===== config.mk =====
export PLATFORM = sky130hd
export DESIGN_NAME = ucyc_core
export DESIGN_NICKNAME = d
export VERILOG_FILES = /design/src/rtl/ucyc_pkg.sv /design/src/rtl/ucyc_ctl.sv /design/src/rtl/ucyc_seq.sv /design/src/rtl/ucyc_dp.sv /design/src/rtl/ucyc_core.sv
export SDC_FILE = /design/constraint.sdc
export NUM_CORES = 1
export LEC_CHECK = 0
export BUFFER_PORTS_ARGS = -buffer_cell sky130_fd_sc_hd__buf_4
export CAP_MARGIN = 20
export CORE_MARGIN = 2
export CORE_UTILIZATION = 45
export DETAILED_ROUTE_END_ITERATION = 6
export GPL_TIMING_DRIVEN = 0
export PLACE_DENSITY = 0.68
export SLEW_MARGIN = 5
export SYNTH_ARGS = -nofsm -noshare
export SYNTH_HDL_FRONTEND = slang
export SYNTH_SLANG_ARGS = --single-unit

===== constraint.sdc =====
create_clock -name clk -period 2.3 [get_ports clk]
set_input_delay 0 -clock clk [delete_from_list [all_inputs] [get_ports clk]]
set_output_delay 0 -clock clk [all_outputs]
set_load 0.005 [all_outputs]

===== src/rtl/ucyc_pkg.sv =====
package ucyc_pkg;

    localparam int AW  = 12;
    localparam int DW  = 16;
    localparam int OPW = 3;
    localparam int TW  = 2;

    localparam logic [AW-1:0] SAVE_ADDR = '0;
    localparam logic [AW-1:0] VEC_ADDR  = AW'(1);

    typedef logic [AW-1:0]  addr_t;
    typedef logic [DW-1:0]  word_t;
    typedef logic [OPW-1:0] op_t;
    typedef logic [TW-1:0]  step_t;

    typedef enum logic [1:0] {
        CYC_FETCH = 2'b00,
        CYC_IND   = 2'b01,
        CYC_EXEC  = 2'b10,
        CYC_INTR  = 2'b11
    } cyc_e;

    localparam op_t OP_ADD = 3'd0;
    localparam op_t OP_ISZ = 3'd1;
    localparam op_t OP_BSA = 3'd2;
    localparam op_t OP_ION = 3'd3;
    localparam op_t OP_HLT = 3'd7;

    typedef enum logic [1:0] {MAR_HOLD, MAR_PC, MAR_ADDR, MAR_SAVE} mar_src_e;
    typedef enum logic [1:0] {MBR_HOLD, MBR_MEM, MBR_PC, MBR_INC} mbr_src_e;
    typedef enum logic [2:0] {PC_HOLD, PC_INC, PC_ADDR, PC_VEC, PC_SKIPZ} pc_op_e;

    typedef struct packed {
        mar_src_e mar;
        mbr_src_e mbr;
        pc_op_e   pc;
        logic     ir_ld;
        logic     ir_ind_ld;
        logic     gpr_add;
        logic     rd;
        logic     wr;
    } dp_ctl_t;

    typedef struct packed {
        logic last;
        logic halt;
        logic ion;
        logic ack;
    } seq_ctl_t;

    function automatic word_t pc_to_word(addr_t a);
        return {{(DW-AW){1'b0}}, a};
    endfunction

    function automatic addr_t addr_field(word_t w);
        return w[AW-1:0];
    endfunction

    function automatic op_t op_field(word_t w);
        return w[AW+OPW-1:AW];
    endfunction

endpackage


===== src/rtl/ucyc_ctl.sv =====
module ucyc_ctl
    import ucyc_pkg::*;
(
    input  cyc_e     cyc,
    input  step_t    step,
    input  op_t      op,
    output dp_ctl_t  dc,
    output seq_ctl_t sc
);

    always_comb begin
        dc = '0;
        sc = '0;
        unique case (cyc)
            CYC_FETCH: begin
                case (step)
                    2'd0: begin dc.mar = MAR_PC; dc.rd = 1'b1; end
                    2'd1: begin dc.mbr = MBR_MEM; dc.pc = PC_INC; end
                    default: begin dc.ir_ld = 1'b1; sc.last = 1'b1; end
                endcase
            end
            CYC_IND: begin
                case (step)
                    2'd0: begin dc.mar = MAR_ADDR; dc.rd = 1'b1; end
                    2'd1: dc.mbr = MBR_MEM;
                    default: begin dc.ir_ind_ld = 1'b1; sc.last = 1'b1; end
                endcase
            end
            CYC_EXEC: begin
                case (op)
                    OP_ADD: begin
                        case (step)
                            2'd0: begin dc.mar = MAR_ADDR; dc.rd = 1'b1; end
                            2'd1: dc.mbr = MBR_MEM;
                            default: begin dc.gpr_add = 1'b1; sc.last = 1'b1; end
                        endcase
                    end
                    OP_ISZ: begin
                        case (step)
                            2'd0: begin dc.mar = MAR_ADDR; dc.rd = 1'b1; end
                            2'd1: dc.mbr = MBR_MEM;
                            2'd2: dc.mbr = MBR_INC;
                            default: begin
                                dc.wr = 1'b1;
                                dc.pc = PC_SKIPZ;
                                sc.last = 1'b1;
                            end
                        endcase
                    end
                    OP_BSA: begin
                        case (step)
                            2'd0: begin dc.mar = MAR_ADDR; dc.mbr = MBR_PC; end
                            2'd1: begin dc.pc = PC_ADDR; dc.wr = 1'b1; end
                            default: begin dc.pc = PC_INC; sc.last = 1'b1; end
                        endcase
                    end
                    OP_ION: begin sc.ion = 1'b1; sc.last = 1'b1; end
                    OP_HLT: begin sc.halt = 1'b1; sc.last = 1'b1; end
                    default: sc.last = 1'b1;
                endcase
            end
            default: begin
                case (step)
                    2'd0: begin dc.mbr = MBR_PC; sc.ack = 1'b1; end
                    2'd1: begin dc.mar = MAR_SAVE; dc.pc = PC_VEC; end
                    default: begin dc.wr = 1'b1; sc.last = 1'b1; end
                endcase
            end
        endcase
    end

endmodule


===== src/rtl/ucyc_seq.sv =====
module ucyc_seq
    import ucyc_pkg::*;
(
    input  logic  clk,
    input  logic  rst,
    input  logic  last,
    input  logic  halt_req,
    input  logic  ion_req,
    input  logic  irq,
    input  logic  ind_bit,
    output cyc_e  cyc,
    output step_t step,
    output logic  halted
);

    logic ie_q;
    logic ie_eff;
    cyc_e cyc_nx;

    assign ie_eff = ie_q | ion_req;

    always_comb begin
        case (cyc)
            CYC_FETCH: cyc_nx = ind_bit ? CYC_IND : CYC_EXEC;
            CYC_IND:   cyc_nx = CYC_EXEC;
            CYC_EXEC:  cyc_nx = (irq && ie_eff) ? CYC_INTR : CYC_FETCH;
            default:   cyc_nx = CYC_FETCH;
        endcase
    end

    always_ff @(posedge clk) begin
        if (rst) begin
            cyc    <= CYC_FETCH;
            step   <= '0;
            halted <= 1'b0;
            ie_q   <= 1'b0;
        end else if (!halted) begin
            if (ion_req)
                ie_q <= 1'b1;
            if (halt_req) begin
                halted <= 1'b1;
            end else if (last) begin
                step <= '0;
                cyc  <= cyc_nx;
                if (cyc_nx == CYC_INTR)
                    ie_q <= 1'b0;
            end else begin
                step <= step + 1'b1;
            end
        end
    end

endmodule


===== src/rtl/ucyc_dp.sv =====
module ucyc_dp
    import ucyc_pkg::*;
(
    input  logic    clk,
    input  logic    rst,
    input  dp_ctl_t dc,
    input  word_t   mem_rdata,
    output addr_t   mem_addr,
    output word_t   mem_wdata,
    output op_t     ir_op,
    output logic    mbr_msb,
    output addr_t   pc,
    output word_t   gpr
);

    addr_t mar_q, mar_nx, ir_addr_q, pc_nx;
    word_t mbr_q, mbr_nx;

    always_comb begin
        case (dc.mar)
            MAR_PC:   mar_nx = pc;
            MAR_ADDR: mar_nx = ir_addr_q;
            MAR_SAVE: mar_nx = SAVE_ADDR;
            default:  mar_nx = mar_q;
        endcase
        case (dc.mbr)
            MBR_MEM: mbr_nx = mem_rdata;
            MBR_PC:  mbr_nx = pc_to_word(pc);
            MBR_INC: mbr_nx = mbr_q + 1'b1;
            default: mbr_nx = mbr_q;
        endcase
        case (dc.pc)
            PC_INC:   pc_nx = pc + 1'b1;
            PC_ADDR:  pc_nx = ir_addr_q;
            PC_VEC:   pc_nx = VEC_ADDR;
            PC_SKIPZ: pc_nx = (mbr_q == '0) ? pc + 1'b1 : pc;
            default:  pc_nx = pc;
        endcase
    end

    always_ff @(posedge clk) begin
        if (rst) begin
            mar_q     <= '0;
            mbr_q     <= '0;
            pc        <= '0;
            ir_op     <= '0;
            ir_addr_q <= '0;
            gpr       <= '0;
        end else begin
            mar_q <= mar_nx;
            mbr_q <= mbr_nx;
            pc    <= pc_nx;
            if (dc.ir_ld) begin
                ir_op     <= op_field(mbr_q);
                ir_addr_q <= addr_field(mbr_q);
            end else if (dc.ir_ind_ld) begin
                ir_addr_q <= addr_field(mbr_q);
            end
            if (dc.gpr_add)
                gpr <= gpr + mbr_q;
        end
    end

    assign mem_addr  = dc.rd ? mar_nx : mar_q;
    assign mem_wdata = mbr_q;
    assign mbr_msb   = mbr_q[DW-1];

endmodule


===== src/rtl/ucyc_core.sv =====
module ucyc_core
    import ucyc_pkg::*;
(
    input  logic          clk,
    input  logic          rst,
    input  logic          irq,
    input  logic [DW-1:0] mem_rdata,
    output logic [AW-1:0] mem_addr,
    output logic [DW-1:0] mem_wdata,
    output logic          mem_rd,
    output logic          mem_wr,
    output logic          irq_ack,
    output logic          halted,
    output logic [AW-1:0] pc_o,
    output logic [DW-1:0] gpr_o
);

    cyc_e     cyc;
    step_t    step;
    op_t      ir_op;
    logic     mbr_msb;
    dp_ctl_t  dc_raw, dc;
    seq_ctl_t sc;

    ucyc_ctl u_ctl (
        .cyc  (cyc),
        .step (step),
        .op   (ir_op),
        .dc   (dc_raw),
        .sc   (sc)
    );

    ucyc_seq u_seq (
        .clk      (clk),
        .rst      (rst),
        .last     (sc.last),
        .halt_req (sc.halt),
        .ion_req  (sc.ion),
        .irq      (irq),
        .ind_bit  (mbr_msb),
        .cyc      (cyc),
        .step     (step),
        .halted   (halted)
    );

    assign dc = halted ? '0 : dc_raw;

    ucyc_dp u_dp (
        .clk       (clk),
        .rst       (rst),
        .dc        (dc),
        .mem_rdata (mem_rdata),
        .mem_addr  (mem_addr),
        .mem_wdata (mem_wdata),
        .ir_op     (ir_op),
        .mbr_msb   (mbr_msb),
        .pc        (pc_o),
        .gpr       (gpr_o)
    );

    assign mem_rd  = dc.rd;
    assign mem_wr  = dc.wr;
    assign irq_ack = sc.ack & ~halted;

endmodule


==> results.py <==
metrics = {
    "critical_path": {
        "worstSetupStartpoint": "u_seq.step[0]",
        "reg2reg_depth": 11,
        "worst-endpoint-required_ns": 2.30,
        "rr_endpoint": "u_dp.pc[1]",
        "reg2reg_from": "u_seq.step[1]",
        "setup.worst_path.end_class": "output port",
        "criticalPathCategory": "reg -> out",
        "r2r_setup_slack_ns": 0.03,
        "critical_path_arrival_ns": 2.33,
        "crit_path_max_fanout": 5,
        "crit_start_category": "flip-flop",
    },
    "global_route": {
        "grt.total_usage": 0.2680,
        "grt_pass1_vias": 5274,
        "pin_count_of_the_biggest_net_entering_global_routing": 17,
        "grt.overflow.total": 0,
        "global_route_wire_length_before_repair_um": 26840,
        "grt_antenna_before_repair": 0,
    },
    "logic_synthesis": {
        "syn_area_um2": 5172,
        "synth-edff-count": 0,
        "postSynthNetCount": 680,
        "synth.largest_area_cell": "sky130_fd_sc_hd__dfxtp_1",
        "synthMostInstantiatedCell": "sky130_fd_sc_hd__nand2_1",
        "syn-instance-count": 637,
        "netlist-cell-type-count": 81,
        "yosysWarnings": 0,
        "ys_dominant_reg_cell": "sky130_fd_sc_hd__dfxtp_1",
        "synthArstFlopShare": 0,
        "yosys.area.top_type_share": 0.2980,
        "synth_seq_cells": 77,
        "synth_top_cells_by_count": "sky130_fd_sc_hd__nand2_1 (80), sky130_fd_sc_hd__dfxtp_1 (77), sky130_fd_sc_hd__a21oi_1 (56), sky130_fd_sc_hd__nor2_1 (54), sky130_fd_sc_hd__ha_1 (23)",
        "top_area_cells_in_the_synthesized_netlist": "sky130_fd_sc_hd__dfxtp_1 (30%), sky130_fd_sc_hd__nand2_1 (5.8%), sky130_fd_sc_hd__ha_1 (5.6%)",
        "register_area_share_after_synthesis": 0.2980,
        "postSynthAreaPerCell_um2": 8.120,
    },
    "die": {
        "ioPinCount": 79,
        "core_area_um2": 11320,
        "die-area_um2": 12370,
        "die_height_um": 111.2,
        "initial_core_util": 0.4569,
        "rows": 39,
        "floorplan.die.width_um": 111.2,
    },
    "clock_network": {
        "cts_made_buffers": 9,
        "clk-insertion-delay-late_ns": 0.35,
        "cts.htree.levels": 3,
        "cts_root_buf": "sky130_fd_sc_hd__clkbuf_16",
        "max-clock-path-buffers": 2,
        "tritoncts_clock_tree": "built",
        "clk_transition_reported_paths_ns": 0.07,
        "cts.sinks": 77,
    },
    "route": {
        "detail-route-antenna-nets": 0,
        "wire_per_inst_um": 19.26,
        "post_drt_via_cell_ratio": 6.253,
        "drt_iter0_drcs": 578,
        "detailedRoute.firstPassIterationCount": 5,
        "vias": 5628,
        "wl_um": 17330,
        "drc": 0,
    },
    "run_status": {
        "violations": "negative setup slack",
        "status": "finished, violations left",
    },
    "sta": {
        "setup-violations-final": 9,
        "fmax_mhz": 428.6,
        "tns_ns": -0.1837,
        "skew_ns": 0.008378,
        "slew_headroom": 0.5194,
        "tightest_pin_transition_ns": 0.7209,
        "final_min_period_over_clock_period": 1.014,
        "min_period_ns": 2.333,
        "hold_violation_count_in_the_final_report": 0,
        "finalWorstSetupSlack_ns": -0.03303,
        "slew_viol_final": 0,
        "rsz_0062_raised_after_global_routing": "true",
    },
    "worst_hold_path": {
        "worstHoldEndpoint": "u_dp.mem_wdata[12]",
        "worstHoldStart": "mem_rdata[12]",
        "timing.hold.worst_path_depth": 3,
        "tightest_hold_check_type": "in -> reg",
    },
    "finish": {
        "nFillCells": 1008,
        "syn_to_layout_area_delta_pct": 29.70,
        "final_net_count": 795,
        "final_layout_size_suffix_gt1_frac": 0.2801,
        "num_antenna_cells": 0,
        "finish.utilization": 0.5926,
    },
    "placement": {
        "placement.io_buffers": 78,
        "dp_hpwl_um": 12190,
        "place_congestion": 0.9552,
        "pre_cts_setup_slack_ns": -0.4626,
    },
    "flow_run": {
        "count_of_maximum_capacitance_violations": 0,
    },
    "power": {
        "power.leakage_nw": 2.710,
        "cellPowerDensity_nw_per_um2": 1033,
        "vdd_ir_drop_max_mv": 0.5972,
    },
}
worst max path at each step:
stage | endpoint | cells past startpoint
after floorplan | u_dp.gpr[12] | 9
after global placement | u_dp.gpr[12] | 9
after detailed placement | u_dp.gpr[12] | 9
after CTS | mem_addr[9] | 10
after global routing | mem_addr[4] | 10
final | mem_addr[9] | 10
kinds of logic after synthesis:
group,share of synthesized area
adders and majority gates,0.05951
DFF,0.2980
muxes,0.02274
AOI/OAI and AO/OA,0.2724
xor gates and xnor gates,0.02709
and+or+nand+nor,0.2579
buffers and inverters,0.06241
layout by cell type (no fill, tap or decap), types with 5 or more instances in the layout:
cell,n
sky130_fd_sc_hd__a211oi_1,9
sky130_fd_sc_hd__a21oi_1,54
sky130_fd_sc_hd__a221o_1,12
sky130_fd_sc_hd__a222oi_1,12
sky130_fd_sc_hd__a22o_1,7
sky130_fd_sc_hd__a31oi_1,8
sky130_fd_sc_hd__a41oi_1,5
sky130_fd_sc_hd__and2_1,6
sky130_fd_sc_hd__and3_1,15
sky130_fd_sc_hd__buf_2,12
sky130_fd_sc_hd__buf_4,105
sky130_fd_sc_hd__buf_6,11
sky130_fd_sc_hd__clkbuf_1,16
sky130_fd_sc_hd__clkbuf_16,9
sky130_fd_sc_hd__dfxtp_1,69
sky130_fd_sc_hd__ha_1,17
sky130_fd_sc_hd__ha_4,5
sky130_fd_sc_hd__inv_1,12
sky130_fd_sc_hd__mux2i_1,5
sky130_fd_sc_hd__nand2_1,80
sky130_fd_sc_hd__nand3_1,21
sky130_fd_sc_hd__nand4_1,13
sky130_fd_sc_hd__nor2_1,51
sky130_fd_sc_hd__nor2b_1,16
sky130_fd_sc_hd__nor3_1,14
sky130_fd_sc_hd__nor4_1,6
sky130_fd_sc_hd__o21a_1,8
sky130_fd_sc_hd__o21ai_0,17
sky130_fd_sc_hd__xnor2_1,10
sky130_fd_sc_hd__xor2_1,5
where the power goes:
group          switching [mW]  total (mW)  internal, mW
sequential              0.353        1.90          1.55
combinational            2.02        3.60          1.57
clock                   0.669        1.43         0.759
total                    3.05        6.93          3.88
worst max-delay path, cell delays in order (launching register included):
cell                      delay, ns
sky130_fd_sc_hd__dfxtp_4       0.36
sky130_fd_sc_hd__inv_4         0.08
sky130_fd_sc_hd__ha_4          0.14
sky130_fd_sc_hd__nor2b_4       0.15
sky130_fd_sc_hd__a22oi_2       0.10
sky130_fd_sc_hd__a31o_2        0.29
sky130_fd_sc_hd__nor3_4        0.25
sky130_fd_sc_hd__buf_6         0.17
sky130_fd_sc_hd__nor2b_1       0.05
sky130_fd_sc_hd__a221o_1       0.26
sky130_fd_sc_hd__buf_4         0.14
layout make-up:
| type | instances | area (µm²) | area share |
|---|---|---|---|
| Sequential cell | 77 | 1562 | 0.2327 |
| Buffer | 46 | 280.3 | 0.04178 |
| Inverter | 17 | 68.82 | 0.01026 |
| Multi-Input combinational cell | 497 | 3535 | 0.5269 |
| Tap cell | 143 | 178.9 | 0.02667 |
| Timing Repair Buffer | 104 | 795.8 | 0.1186 |
| Clock buffer | 9 | 225.2 | 0.03357 |
| Clock inverter | 7 | 63.81 | 0.009511 |
per-layer routing:
metal / vias up / GRT usage / routed length, µm / part of all wire
li1: 2625 / - / - / -
met1: 2695 / 0.3420 / 7163 / 0.41
met2: 256 / 0.4459 / 8186 / 0.47
met3: 52 / 0.04265 / 1359 / 0.078
met4: 0 / 0.1210 / 622 / 0.036
met5: - / 0 / 0 / 0
registers in the layout, indices dropped and copies added, names as in the netlist, 2 cells and up:
signal          cells
u_dp.mem_wdata     16
u_dp.ir_op          3
u_dp.mar_q         12
u_dp.ir_addr_q     12
u_dp.pc            12
u_seq.cyc           2
u_seq.step          2
u_dp.gpr           16
timing repair:
item | 4_1_cts | 5_1_grt
cloned | 1 | 0
setup endpoints to repair | 44 | 38
pin swaps | 6 | 9
setup buffers | 12 | 10
hold buffers | 3 | 0
endpoints found under the hold margin | 3 | 0
gates resized for setup | 37 | 41
metrics by stage:
stage          total power, mW  cell area (µm²)  hold WS, ns  std cells
4_1_cts                  6.520             6469     0.005789        890
3_5_place_dp             4.730             5937       0.3105        858
2_1_floorplan            3.773             5172       0.1599        637
3_3_place_gp             4.666             5937       0.3023        858
6_report                 6.928             6709      0.02331        900
5_1_grt                  7.312             6709      0.03166        900
No activity file was read; power rests on OpenSTA's default activity.
